--- config.mk ---
export PLATFORM = sky130hd
export DESIGN_NAME = dram_refresh_timer
export DESIGN_NICKNAME = d
export VERILOG_FILES = /design/src/rtl/rfsh_pkg.sv /design/src/rtl/rfsh_cfg_reg.sv /design/src/rtl/rfsh_interval_ctr.sv /design/src/rtl/rfsh_arbiter.sv /design/src/rtl/dram_refresh_timer.sv
export SDC_FILE = /design/constraint.sdc
export NUM_CORES = 1
export LEC_CHECK = 0
export BUFFER_PORTS_ARGS = -buffer_cell sky130_fd_sc_hd__buf_2
export CORE_MARGIN = 1
export CORE_UTILIZATION = 40
export CTS_CLUSTER_SIZE = 24
export DETAILED_ROUTE_END_ITERATION = 7
export SLEW_MARGIN = 20
export SYNTH_ARGS = -nofsm -noshare
export SYNTH_HDL_FRONTEND = slang
export SYNTH_SLANG_ARGS = --single-unit
export TNS_END_PERCENT = 20
--- constraint.sdc ---
create_clock -name clk -period 2.06 [get_ports clk]
set_input_delay 0.206 -clock clk [delete_from_list [all_inputs] [get_ports clk]]
set_output_delay 0.206 -clock clk [all_outputs]
set_load 0.01 [all_outputs]
--- src/rtl/rfsh_pkg.sv ---
package rfsh_pkg;
  localparam int CNT_W = 8;
  localparam int SHIFT = 4;
  localparam int TMR_W = CNT_W + SHIFT;
  localparam int REG_W = 16;

  // Value loaded into the down-counter: count*16 - 1, or 0 for continuous mode
  function automatic logic [TMR_W-1:0] reload_of(input logic [CNT_W-1:0] c);
    logic [TMR_W-1:0] t;
    t = {c, {SHIFT{1'b0}}};
    if (c == '0) return '0;
    return t - TMR_W'(1);
  endfunction
endpackage

--- src/rtl/rfsh_cfg_reg.sv ---
module rfsh_cfg_reg #(
  parameter int REG_W = rfsh_pkg::REG_W,
  parameter int CNT_W = rfsh_pkg::CNT_W
) (
  input  logic             clk,
  input  logic             rst_n,
  input  logic             wr_en,
  input  logic [REG_W-1:0] wr_data,
  output logic [REG_W-1:0] rd_data,
  output logic [CNT_W-1:0] count_q,
  output logic             load_pulse,
  output logic [CNT_W-1:0] load_count
);
  localparam int LD_BIT = CNT_W;

  logic ld_q;

  assign load_pulse = wr_en & wr_data[LD_BIT] & ~ld_q;
  assign load_count = wr_data[CNT_W-1:0];

  always_ff @(posedge clk) begin
    if (!rst_n) begin
      count_q <= '0;
      ld_q    <= 1'b0;
    end else if (wr_en) begin
      count_q <= wr_data[CNT_W-1:0];
      ld_q    <= wr_data[LD_BIT];
    end
  end

  always_comb begin
    rd_data             = '0;
    rd_data[CNT_W-1:0]  = count_q;
    rd_data[LD_BIT]     = ld_q;
  end

  AST_LOAD_SETS_BIT: assert property (@(posedge clk) disable iff (!rst_n)
    load_pulse |=> rd_data[LD_BIT]);
  AST_HOLD_NO_WRITE: assert property (@(posedge clk) disable iff (!rst_n)
    !wr_en |=> $stable(rd_data));
endmodule

--- src/rtl/rfsh_interval_ctr.sv ---
module rfsh_interval_ctr #(
  parameter int CNT_W = rfsh_pkg::CNT_W,
  parameter int TMR_W = rfsh_pkg::TMR_W
) (
  input  logic             clk,
  input  logic             rst_n,
  input  logic [CNT_W-1:0] count_q,
  input  logic             load_pulse,
  input  logic [CNT_W-1:0] load_count,
  output logic             expire,
  output logic             cont_mode
);
  import rfsh_pkg::reload_of;

  logic [TMR_W-1:0] ctr_q;

  assign cont_mode = (count_q == '0);
  assign expire    = !cont_mode && (ctr_q == '0) && !load_pulse;

  always_ff @(posedge clk) begin
    if (!rst_n)          ctr_q <= '0;
    else if (load_pulse) ctr_q <= reload_of(load_count);
    else if (cont_mode)  ctr_q <= '0;
    else if (ctr_q == '0) ctr_q <= reload_of(count_q);
    else                 ctr_q <= ctr_q - TMR_W'(1);
  end

  AST_EXPIRE_RELOAD: assert property (@(posedge clk) disable iff (!rst_n)
    expire |=> (ctr_q == reload_of($past(count_q))));
  AST_STEP_DOWN: assert property (@(posedge clk) disable iff (!rst_n)
    (!cont_mode && ctr_q != '0 && !load_pulse) |=> (ctr_q == $past(ctr_q) - TMR_W'(1)));
  AST_FORCED_LOAD: assert property (@(posedge clk) disable iff (!rst_n)
    load_pulse |=> (ctr_q == reload_of($past(load_count))));
endmodule

--- src/rtl/rfsh_arbiter.sv ---
module rfsh_arbiter (
  input  logic clk,
  input  logic rst_n,
  input  logic cont_mode,
  input  logic expire,
  input  logic acc_req,
  input  logic acc_busy,
  output logic rfsh_req,
  output logic rfsh_start,
  output logic acc_grant
);
  logic pend_q;

  assign rfsh_req   = cont_mode | pend_q;
  assign rfsh_start = rfsh_req & ~acc_busy;
  assign acc_grant  = acc_req & ~acc_busy & ~rfsh_req;

  always_ff @(posedge clk) begin
    if (!rst_n)         pend_q <= 1'b0;
    else if (cont_mode) pend_q <= 1'b0;
    else                pend_q <= (pend_q & ~rfsh_start) | expire;
  end

  AST_BUSY_BLOCKS: assert property (@(posedge clk) disable iff (!rst_n)
    acc_busy |-> !(rfsh_start || acc_grant));
  AST_ONE_WINNER: assert property (@(posedge clk) disable iff (!rst_n)
    !(rfsh_start && acc_grant));
  AST_CONT_LOCKOUT: assert property (@(posedge clk) disable iff (!rst_n)
    cont_mode |-> (rfsh_req && !acc_grant));
  AST_PEND_HOLDS: assert property (@(posedge clk) disable iff (!rst_n)
    (pend_q && !rfsh_start) |=> (pend_q || cont_mode));
endmodule

--- src/rtl/dram_refresh_timer.sv ---
module dram_refresh_timer #(
  parameter int REG_W = rfsh_pkg::REG_W,
  parameter int CNT_W = rfsh_pkg::CNT_W,
  parameter int TMR_W = rfsh_pkg::TMR_W
) (
  input  logic             clk,
  input  logic             rst_n,
  input  logic             cfg_wr_en,
  input  logic [REG_W-1:0] cfg_wr_data,
  output logic [REG_W-1:0] cfg_rd_data,
  input  logic             acc_req,
  input  logic             acc_busy,
  output logic             rfsh_req,
  output logic             rfsh_start,
  output logic             acc_grant
);
  logic [CNT_W-1:0] count_q;
  logic [CNT_W-1:0] load_count;
  logic             load_pulse;
  logic             expire;
  logic             cont_mode;

  rfsh_cfg_reg #(.REG_W(REG_W), .CNT_W(CNT_W)) u_cfg (
    .clk(clk), .rst_n(rst_n), .wr_en(cfg_wr_en), .wr_data(cfg_wr_data),
    .rd_data(cfg_rd_data), .count_q(count_q), .load_pulse(load_pulse),
    .load_count(load_count)
  );

  rfsh_interval_ctr #(.CNT_W(CNT_W), .TMR_W(TMR_W)) u_ctr (
    .clk(clk), .rst_n(rst_n), .count_q(count_q), .load_pulse(load_pulse),
    .load_count(load_count), .expire(expire), .cont_mode(cont_mode)
  );

  rfsh_arbiter u_arb (
    .clk(clk), .rst_n(rst_n), .cont_mode(cont_mode), .expire(expire),
    .acc_req(acc_req), .acc_busy(acc_busy), .rfsh_req(rfsh_req),
    .rfsh_start(rfsh_start), .acc_grant(acc_grant)
  );

  AST_RSV_READ_ZERO: assert property (@(posedge clk) disable iff (!rst_n)
    cfg_rd_data[REG_W-1:CNT_W+1] == '0);
endmodule

**Yosys cells after proc, flatten, opt, wreduce, memory -nomap -nowiden**

Index checks and enable logic that the tools add are counted.

- Input bits: 21
- Register bits: 22
- Output and inout port bits: 19
- Word-level logic and storage cells: 41

- Add/sub/neg operators: 3
- Bitwise gates (word level): 13
- Multiplexer cells: 13
- Reduce and logical (&&, ||, !) cells: 8

Operators by type and width:

| cell | number |
|---|---|
| $mux 12 | 6 |
| $sub 12x1->12 const B | 3 |
| $logic_not 8->1 | 2 |
| $logic_not 12->1 | 1 |
| $mux 1 | 7 |
| $and 1x1->1 | 6 |
| $not 1->1 | 5 |
| $logic_and 1x1->1 | 2 |
| $logic_not 1->1 | 2 |
| $or 1x1->1 | 2 |
| $reduce_or 2->1 | 1 |

**Depth between registers and ports, before layout**

Gate-level depths: netlist (run 1).

- Depth in word-level cells: 9
- Gate-level depth with buffers: 8
- Depth with buffers taken out: 7

**Hierarchy**

Synthesis (run 1) repeated with hierarchy kept, for this count alone.

- Cell total of the unflattened synthesis: 191
- Area total of the unflattened synthesis: 1589.0 um^2

By module, submodules not included:

| module | seq. area each (um^2) | area each (um^2) | cells an instance | times used |
|---|---|---|---|---|
| rfsh_interval_ctr | 240.2 | 1002.2 | 130 | 1 |
| rfsh_cfg_reg | 180.2 | 526.8 | 55 | 1 |
| rfsh_arbiter | 20.0 | 60.1 | 6 | 1 |

**Worst setup path after synthesis (run 1)**

No wires, ideal clock.

- Kind: flip-flop to flip-flop
- From: register u_ctr.ctr_q[0]
- To: register u_ctr.ctr_q[10]
- Required time: 1.972 ns
- Setup slack: 0.344 ns
- Library setup time: 0.088 ns
- Clock period less this slack: 1.716 ns
- Cell stages (with the launch flop): 8
- Buffers on the path: 0
- Arrival: 1.627 ns
- Cell sequence: dfxtp_1 -> inv_1 -> ha_1 -> nor3b_1 -> or2_2 -> a21oi_1 -> a31o_1 -> o32ai_2

- Word-level cells in the longest chain between the ends: 4
- Elaborated cells on any way between the ends: 5
- Classes of those cells: add/sub: 1; mux: 3; reduce/logical: 1

RTL lines:

| element | RTL line | source |
|---|---|---|
| start, declared | rfsh_interval_ctr.sv:15 | `logic [TMR_W-1:0] ctr_q;` |
| start signal, assigned | rfsh_interval_ctr.sv:22 | `else if (load_pulse) ctr_q <= reload_of(load_count);` |
| start signal, assigned | rfsh_interval_ctr.sv:24 | `else if (ctr_q == '0) ctr_q <= reload_of(count_q);` |
| start signal, assigned | rfsh_interval_ctr.sv:25 | `else ctr_q <= ctr_q - TMR_W'(1);` |
| $sub 12x1->12 or $logic_not 12->1 (tied branches) | rfsh_interval_ctr.sv:25, rfsh_interval_ctr.sv:24 |  |
| $mux 12 (*) | rfsh_interval_ctr.sv:24 |  |
| $mux 12 (*) | rfsh_interval_ctr.sv:23 | `else if (cont_mode) ctr_q <= '0;` |
| $mux 12 (*) | rfsh_interval_ctr.sv:22 |  |

Mark *: on every way between the ends. The rest lies on a longest branch, timed or not.
A chain may end at the register's enable or synchronous reset.

**Worst setup path in the final report (run 1)**

- From: register u_ctr.ctr_q[0]
- To: register u_ctr.ctr_q[8]

Same word-level chain as after synthesis.

==> results.toml, run 1 <==
[setup_path]
reg2reg_from = "u_ctr.ctr_q[0]"
cp_max_fo = 7
crit_buf_inv = 1
critPathTopFamily = "simple AND/OR/NAND/NOR gates"
crit_arrival_ns = 2.03
critPathLaunchType = "flip-flop"
critical_path_class = "flip-flop to flip-flop"
max_stage_delay_ns = 0.36
crit_chain = "inv_1 > ha_1 > nor4b_4 > nand2b_1 > or3_1 > a31oi_1 > o22ai_1"
cp.required_ns = 2.21
r2r_slack_ns = 0.17
r2r-end = "u_ctr.ctr_q[8]"
end_kind = "flip-flop"
worst-r2r-cell-count = 7
slowest_stage = "nor4b_4"

[clocking]
h-tree-depth = 1
clock-sinks = 22
tritoncts = "done"
ctsHoldBuffers = 0
cts-root-buf = "clkbuf_8"
ctsLongestPathBuffers = 2
cts_setup_buffers = 0
cts.clk_slew.worst_paths_ns = 0.08
clkLatencyLatePin_ns = 0.26
cts_buffers = 3

[sta]
rsz0062_at_grt = "no"
fin_crit_ns = 1.89
tns_ns = 0
clock_skew_ns = 0.00320
final-setup-viol-count = 0
relSlewSlack = 0.630
hold_viol = 0
fin_crit_sh = 0.916
whs_ns = 0.220
worst_pin_slew_ns = 0.555
max_freq_ghz = 0.530
slew_viol_final = 0

[finish]
num-fill-cells = 375
layout-drive-gt1-share = 0.223
final_nets = 234
areaGrowthSynthToFinish_pct = 15.9
fin_cells = 254
antennaDiodeCount = 0
multi_input_area_um2 = 1030
seqCellArea_um2 = 440

[routing]
vias_per_cell = 5.34
drtPass1Iterations = 4
drc = 0
wirelength_mm = 3.51
num_vias = 1357
drt_iter0_drc = 35
ant_nets = 0
wl_per_cell_um = 13.8

[yosys]
synth_most_common_cell = "dfxtp_1"
syn_area_um2 = 1540
async_flop_share = 0
ys_seq_elements = 22
avgSynthCellArea_um2 = 8.69
yosys_warnings = 0
synth-edff-count = 0
synth_ff_type = "dfxtp_1"
synthCells = 177
ys_top_cells_by_count = "22 x dfxtp_1, 13 x nor2_1, 11 x mux2i_1"
yosysSeqAreaShare = 0.286
netlist.area_leader.share = 0.286
synth_top_cells_by_area = "dfxtp_1 29%, mux2i_1 7.2%, xnor2_1 5.7%"
synth_largest_area_cell = "dfxtp_1"
synthDistinctLibCells = 51

[die]
rows = 22
start_util = 0.417
dieWidth_um = 64.0
boundaryPins = 40
core_um2 = 3690
dieArea_um2 = 4100
die-height_um = 64.0

[hold_path]
hp-class = "primary input to flip-flop"
holdCritStartpoint = "cfg_wr_data[1]"
hold-path-endpoint = "u_cfg.count_q[1]"
hold_depth = 3

[grt]
antenna_found_initial = 0
grt_pass1_vias = 1306
track_usage = 0.184
grt.overflow.total = 0
grt_max_degree = 20
grt_pass1_wl_mm = 5.87

[placed_design]
io_buffers = 25
gp_congestion = 0.862
dp.cells = 250
dpl.hpwl_mm = 2.71

[status]
outcome = "completed"

[power]
ir_worst_vdd_mv = 0.373
p_leak_uw = 0.000762
powerDensity_nw_per_um2 = 913

[flow_run]
maxCapViolations = 0
[tightest hold or removal path, cell delays in order]
cell     delay (ns)
buf_2          0.09
mux2i_1        0.06
nor2b_1        0.10
[sequential cells by signal, indices dropped and copies added, names as in the netlist]
register       count
u_arb.pend_q       1
u_cfg.count_q      8
u_cfg.ld_q         1
u_ctr.ctr_q       12
[what timing repair did]
action                     4_1_cts  5_1_grt
gates cloned                     0        0
gates resized for setup          1        1
setup endpoints to repair        1        1
[cell families (layout without fill, tap and decap cells)]
group           Yosys count  count (layout)  synth area share
simple gates             71              71             0.289
compound gates           34              34             0.161
flops                    22              22             0.286
buf+inv                  19              42            0.0675
xor+xnor                 13              13            0.0740
mux                      11              11            0.0715
fa+ha+maj                 6               6            0.0488
other cells               1               7           0.00244
[layout make-up]
cell class	count	share of cell area
clock buffer	4	0.0309
timing repair buffer	31	0.0954
multi-input combinational	142	0.579
inverter	7	0.0147
sequential	22	0.247
tap	48	0.0337
[where the power goes]
group | switching (uW) | internal, uW | leakage (uW)
Combinational | 362 | 357 | 0.000552
Sequential | 103 | 493 | 0.000182
Clock | 144 | 171 | 0.0000288
[metrics by stage]
step	utilization	area (um^2)	power (uW)	setup slack, ns
detailed placement	0.465	1710	1310	0.195
global route	0.484	1780	1740	0.0328
CTS	0.481	1780	1630	0.127
finish	0.484	1780	1630	0.173
floorplan	-	1560	1110	0.344
global placement	0.465	1710	1280	0.242
[worst max-delay path by stage]
stage | from | end | slack, ns | cells past startpoint
2_1_floorplan | u_ctr.ctr_q[0] | u_ctr.ctr_q[10] | 0.34 | 7
3_5_place_dp | u_ctr.ctr_q[0] | u_ctr.ctr_q[8] | 0.20 | 7
3_3_place_gp | u_cfg.count_q[0] | u_ctr.ctr_q[8] | 0.24 | 7
5_1_grt | u_ctr.ctr_q[0] | u_ctr.ctr_q[8] | 0.03 | 7
6_report | u_ctr.ctr_q[0] | u_ctr.ctr_q[8] | 0.17 | 7
4_1_cts | u_cfg.count_q[2] | rfsh_start | 0.13 | 5
[metal layers]
layer / global-route usage / wire, um / vias up
met1: 0.230 / 1680 / 638
met4: 0.105 / 124 / 0
li1: - / - / 677
met3: 0.0214 / 84 / 11
met2: 0.303 / 1620 / 31
met5: 0 / 0 / -
[layout by cell type (no fill, tap or decap), drive strengths merged, types with 2 or more instances in the layout]
cell	n
dfxtp	22
xor2	3
or4	2
o21a	5
ha	6
nand2	8
nor3b	5
nor3	8
xnor2	10
o32ai	2
a21boi	2
mux2i	11
buf	31
a21o	2
conb	7
a21oi	6
nor2	14
nand3b	2
nand4b	2
nand3	6
a31oi	2
o22ai	3
nor4	3
nor2b	10
o21ai	4
inv	7
nand2b	3
clkbuf	4
nor4b	2
Note: power is estimated with default switching activity, not from simulation.
==> run 2: changes to the inputs <==
- CORE_MARGIN: 1 -> 2
==> run 2 against run 1 <==
Net effect: non-clock buffer count is the same; hold slack worse by 0.0099 ns; wire length down 3.6%; core utilization is the same; register-to-register slack gained 0.02 ns; clock-buffer cell count stayed put; largest power group unchanged; critical endpoint is now rfsh_start; die area up 6.3%; via count fell by 0.22%; cell area unchanged; flip-flop and latch count unchanged.
==> results.toml, run 2 (synthesis results as in run 1) <==
[status]
outcome = "completed"

[clocking]
ctsLongestPathBuffers = 2
ctsHoldBuffers = 0
clock-sinks = 22
cts.clk_slew.worst_paths_ns = 0.08
cts_buffers = 3
cts-root-buf = "clkbuf_8"
tritoncts = "done"
clkLatencyLatePin_ns = 0.26
h-tree-depth = 1
cts_setup_buffers = 0

[sta]
worst_pin_slew_ns = 0.567
whs_ns = 0.210
slew_viol_final = 0
rsz0062_at_grt = "no"
fin_crit_ns = 1.90
fin_crit_sh = 0.922
clock_skew_ns = 0.00233
max_freq_ghz = 0.526
relSlewSlack = 0.622
hold_viol = 0
final-setup-viol-count = 0
tns_ns = 0

[die]
rows = 22
start_util = 0.417
dieWidth_um = 66.0
dieArea_um2 = 4360
core_um2 = 3690
die-height_um = 66.0
boundaryPins = 40

[setup_path]
critical_path_class = "flip-flop to output pin"
cp_max_fo = 7
crit_path_start = "u_cfg.count_q[2]"
reg2reg_from = "u_ctr.ctr_q[0]"
cp.required_ns = 1.85
critPathLaunchType = "flip-flop"
crit_arrival_ns = 1.69
end_kind = "output pin"

[placed_design]
post_dp_cell_area_um2 = 1710
gp_congestion = 0.802
io_buffers = 25
dp.cells = 250
dpl.hpwl_mm = 2.71

[finish]
antennaDiodeCount = 0
multi_input_area_um2 = 1030
seqCellArea_um2 = 440
design_area_um2 = 1780
layout_commonest_cell = "buf_2"
fin_cells = 254
num-fill-cells = 374
largest_reg_flops = 12
layout_common_cells = "25 x buf_2, 22 x dfxtp_1, 13 x nor2_1"
areaGrowthSynthToFinish_pct = 15.9
largest_register = "u_ctr.ctr_q"
layout-drive-gt1-share = 0.223
reg_top3 = "u_ctr.ctr_q: 12 flops, u_cfg.count_q: 8 flops"
final_nets = 234

[routing]
wirelength_mm = 3.39
drt_iter0_drc = 52
ant_nets = 0
num_vias = 1354
vias_per_cell = 5.33
drtPass1Iterations = 5
drc = 0
wl_per_cell_um = 13.3

[hold_path]
hp-class = "primary input to flip-flop"
holdCritStartpoint = "cfg_wr_data[0]"

[grt]
grt_pass1_vias = 1272
antenna_found_initial = 0
grt.overflow.total = 0
track_usage = 0.164
grt_max_degree = 20
grt_pass1_wl_mm = 5.59

[power]
p_leak_uw = 0.000762
p_total_uw = 1610
powerDensity_nw_per_um2 = 902
ir_worst_vdd_mv = 0.411

[flow_run]
maxCapViolations = 0
==> run 2: cell counts in the layout (fill, tap and decap cells not counted) <==
Identical to the previous run, type by type.
==> run 2: metal layers <==
layer  track usage  up-vias  part of all wire
met5             0        -                 0
met4        0.0459        0             0.011
met3        0.0153        5             0.040
met2         0.287       34              0.49
met1         0.214      638              0.46
li1              -      677                 -
==> run 2: layout make-up <==
class                           instances  share of cell area
Sequential cell                        22               0.247
Multi-Input combinational cell        142               0.579
Inverter                                7              0.0147
Clock buffer                            4              0.0309
Timing Repair Buffer                   31              0.0954
Tap cell                               48              0.0337
==> run 2: power by group <==
| part | switching [uW] | internal, uW | leakage, uW |
|---|---|---|---|
| logic | 355 | 352 | 0.000552 |
| registers | 98.9 | 493 | 0.000182 |
| clock network | 141 | 171 | 0.0000288 |
| total | 595 | 1010 | 0.000762 |
==> run 2: path summary, 6_finish.rpt <==
check        slack [ns]          endpoint  cells past startpoint
max                0.16        rfsh_start                      5
min                0.21  u_cfg.count_q[0]                      3
max reg2reg        0.19    u_ctr.ctr_q[4]                      7
min reg2reg        0.51      u_arb.pend_q                      2
==> run 2: repair_timing <==
item                       in CTS  in global routing
gates resized for setup         1                  1
cloned                          0                  0
pin swaps                       0                  0
setup endpoints to repair       1                  1
==> run 2: worst max-delay path, stage by stage (launching register included) <==
cell and delay (ns):
dfxtp_1 0.40, nor4_4 0.37, nand3_1 0.24, nand2b_1 0.16, nor2b_1 0.13, buf_2 0.13
==> run 2: stage by stage <==
stage / setup slack [ns] / utilization
after floorplan: 0.344 / -
after global placement: 0.232 / 0.465
after detailed placement: 0.204 / 0.465
after CTS: 0.102 / 0.481
after global routing: 0.00521 / 0.484
final: 0.160 / 0.484
==> run 3: changes to the inputs <==
- ABC_AREA: not set -> 1
==> run 3 against run 2 <==
Net effect: critical path depth up 3; via count up 7.4%; hold slack better by 0.0024 ns; largest cell class unchanged; worst setup slack better by 0.15 ns; sequential share of layout area up 0.052 points.
==> results.toml, run 3 <==
[finish]
layout_commonest_cell = "nand2_1"
areaGrowthSynthToFinish_pct = 11.3
largest_reg_flops = 12
layout_common_cells = "37 x nand2_1, 28 x inv_1, 27 x nand3_1"
reg_top3 = "u_ctr.ctr_q: 12 flops, u_cfg.count_q: 8 flops"
antennaDiodeCount = 0
largest_register = "u_ctr.ctr_q"
fin_cells = 307
final_nets = 287
layout-drive-gt1-share = 0.212

[setup_path]
cp.required_ns = 1.85
critPathLaunchType = "flip-flop"
critical_path_class = "flip-flop to output pin"
cp_max_fo = 4
worst-r2r-cell-count = 8
end_kind = "output pin"
crit_arrival_ns = 1.55

[die]
start_util = 0.427
boundaryPins = 40
die-height_um = 67.3
dieArea_um2 = 4520
dieWidth_um = 67.3
core_um2 = 3740
rows = 22

[placed_design]
io_buffers = 25
pre_cts_ws_ns = 0.414
gp_congestion = 0.809
dp.cells = 303
dpl.hpwl_mm = 2.84

[yosys]
synthAdderAreaFrac = 0.0469
ys_top_cells_by_count = "37 x nand2_1, 28 x inv_1, 27 x nand3_1"
synthCells = 235
yosysSeqAreaShare = 0.275
synth_xor_area_frac = 0.0438
ys_seq_elements = 22
avgSynthCellArea_um2 = 6.81
synth_ff_type = "dfxtp_1"
async_flop_share = 0
netlist.area_leader.share = 0.275
synthDistinctLibCells = 31
yosys_warnings = 0
synth-simple-area-share = 0.347
synth_compound_area_frac = 0.158
synth_most_common_cell = "nand2_1"
synth_top_cells_by_area = "dfxtp_1 28%, nand2_1 8.7%, nand3_1 8.4%"
synth_largest_area_cell = "dfxtp_1"
synth_top_family_by_area = "simple AND/OR/NAND/NOR gates"
synth-edff-count = 0
synth_mux_area_frac = 0
syn_area_um2 = 1600

[grt]
grt_max_degree = 18
grt_pass1_wl_mm = 6.18
antenna_found_initial = 0
grt.overflow.total = 0
grt_pass1_vias = 1367
track_usage = 0.179

[sta]
hold_viol = 0
clock_skew_ns = 0.00370
fin_crit_sh = 0.850
fin_ws_ns = 0.309
fin_crit_ns = 1.75
final-setup-viol-count = 0
tns_ns = 0
max_freq_ghz = 0.571
rsz0062_at_grt = "no"
slew_viol_final = 0

[routing]
ant_nets = 0
wirelength_mm = 3.52
num_vias = 1454
vias_per_cell = 4.74
wl_per_cell_um = 11.5
drt_iter0_drc = 93
drtPass1Iterations = 4
drc = 0

[clocking]
ctsLongestPathBuffers = 2
cts_buffers = 3
clock-sinks = 22
clkLatencyLatePin_ns = 0.26
h-tree-depth = 1
cts_setup_buffers = 0
ctsResizeCount = 0
cts.clk_slew.worst_paths_ns = 0.08
cts-root-buf = "clkbuf_8"
ctsHoldBuffers = 0
tritoncts = "done"

[hold_path]
hp-class = "primary input to flip-flop"
hold_depth = 3

[status]
outcome = "completed"

[power]
p_leak_uw = 0.000872
powerDensity_nw_per_um2 = 899
ir_worst_vdd_mv = 0.361

[flow_run]
maxCapViolations = 0
==> run 3: changes by cell type in the layout (fill, tap and decap cells not counted), moves of 10 or more <==
cell	before	now
inv_1	7	28
nor2_1	13	24
mux2i_1	11	0
nand2_1	8	37
a21oi_1	6	19
o21ai_0	4	16
nor2b_1	10	0
nand3_1	6	27
==> run 3: cell families (layout without fill, tap and decap cells) <==
family / after synthesis / in the layout
adders and majority gates: 6 / 6
buffers and inverters: 42 / 60
DFF: 22 / 22
and+or+nand+nor: 111 / 111
other: 1 / 7
xor gates and xnor gates: 8 / 8
AOI/OAI and AO/OA: 45 / 45
==> run 3: stage by stage <==
stage / total power, uW / hold slack [ns] / util / area, um^2
after global placement: 1300 / 0.475 / 0.461 / 1730
after CTS: 1620 / 0.207 / 0.476 / 1780
after global routing: 1750 / 0.228 / 0.476 / 1780
after floorplan: 1160 / 0.344 / - / 1620
final: 1600 / 0.212 / 0.476 / 1780
after detailed placement: 1300 / 0.484 / 0.461 / 1730
==> run 3: final cells by class <==
class | count | area [um^2]
timing repair buffer | 26 | 133
inverter | 30 | 113
multi-input combinational | 177 | 980
sequential | 22 | 440
fill | 405 | 1960
clock buffer | 4 | 55.1
tap | 48 | 60.1
==> run 3: final timing paths <==
kind | startpoint | to | slack, ns
max | u_cfg.count_q[0] | acc_grant | 0.31
max reg2reg | u_cfg.count_q[0] | u_ctr.ctr_q[8] | 0.42
min reg2reg | u_cfg.ld_q | u_cfg.ld_q | 0.50
min | cfg_wr_data[7] | u_cfg.count_q[7] | 0.21
==> run 3: per-layer routing <==
layer  track usage  part of all wire
met3        0.0150             0.025
met5             0                 0
met2         0.308              0.48
met4        0.0638             0.012
met1         0.232              0.48
==> run 3: critical path, stage by stage, from the launching register on <==
cell     delay [ns]
dfxtp_1        0.37
inv_1          0.10
ha_1           0.23
nand2_1        0.09
nor2_1         0.07
nor2_1         0.16
nand2_1        0.07
nor2_1         0.07
buf_2          0.13
==> run 3: report_power, final <==
part	internal, uW	total (uW)	switching, uW
Clock	170	310	140
Sequential	493	560	66.4
Combinational	276	730	454
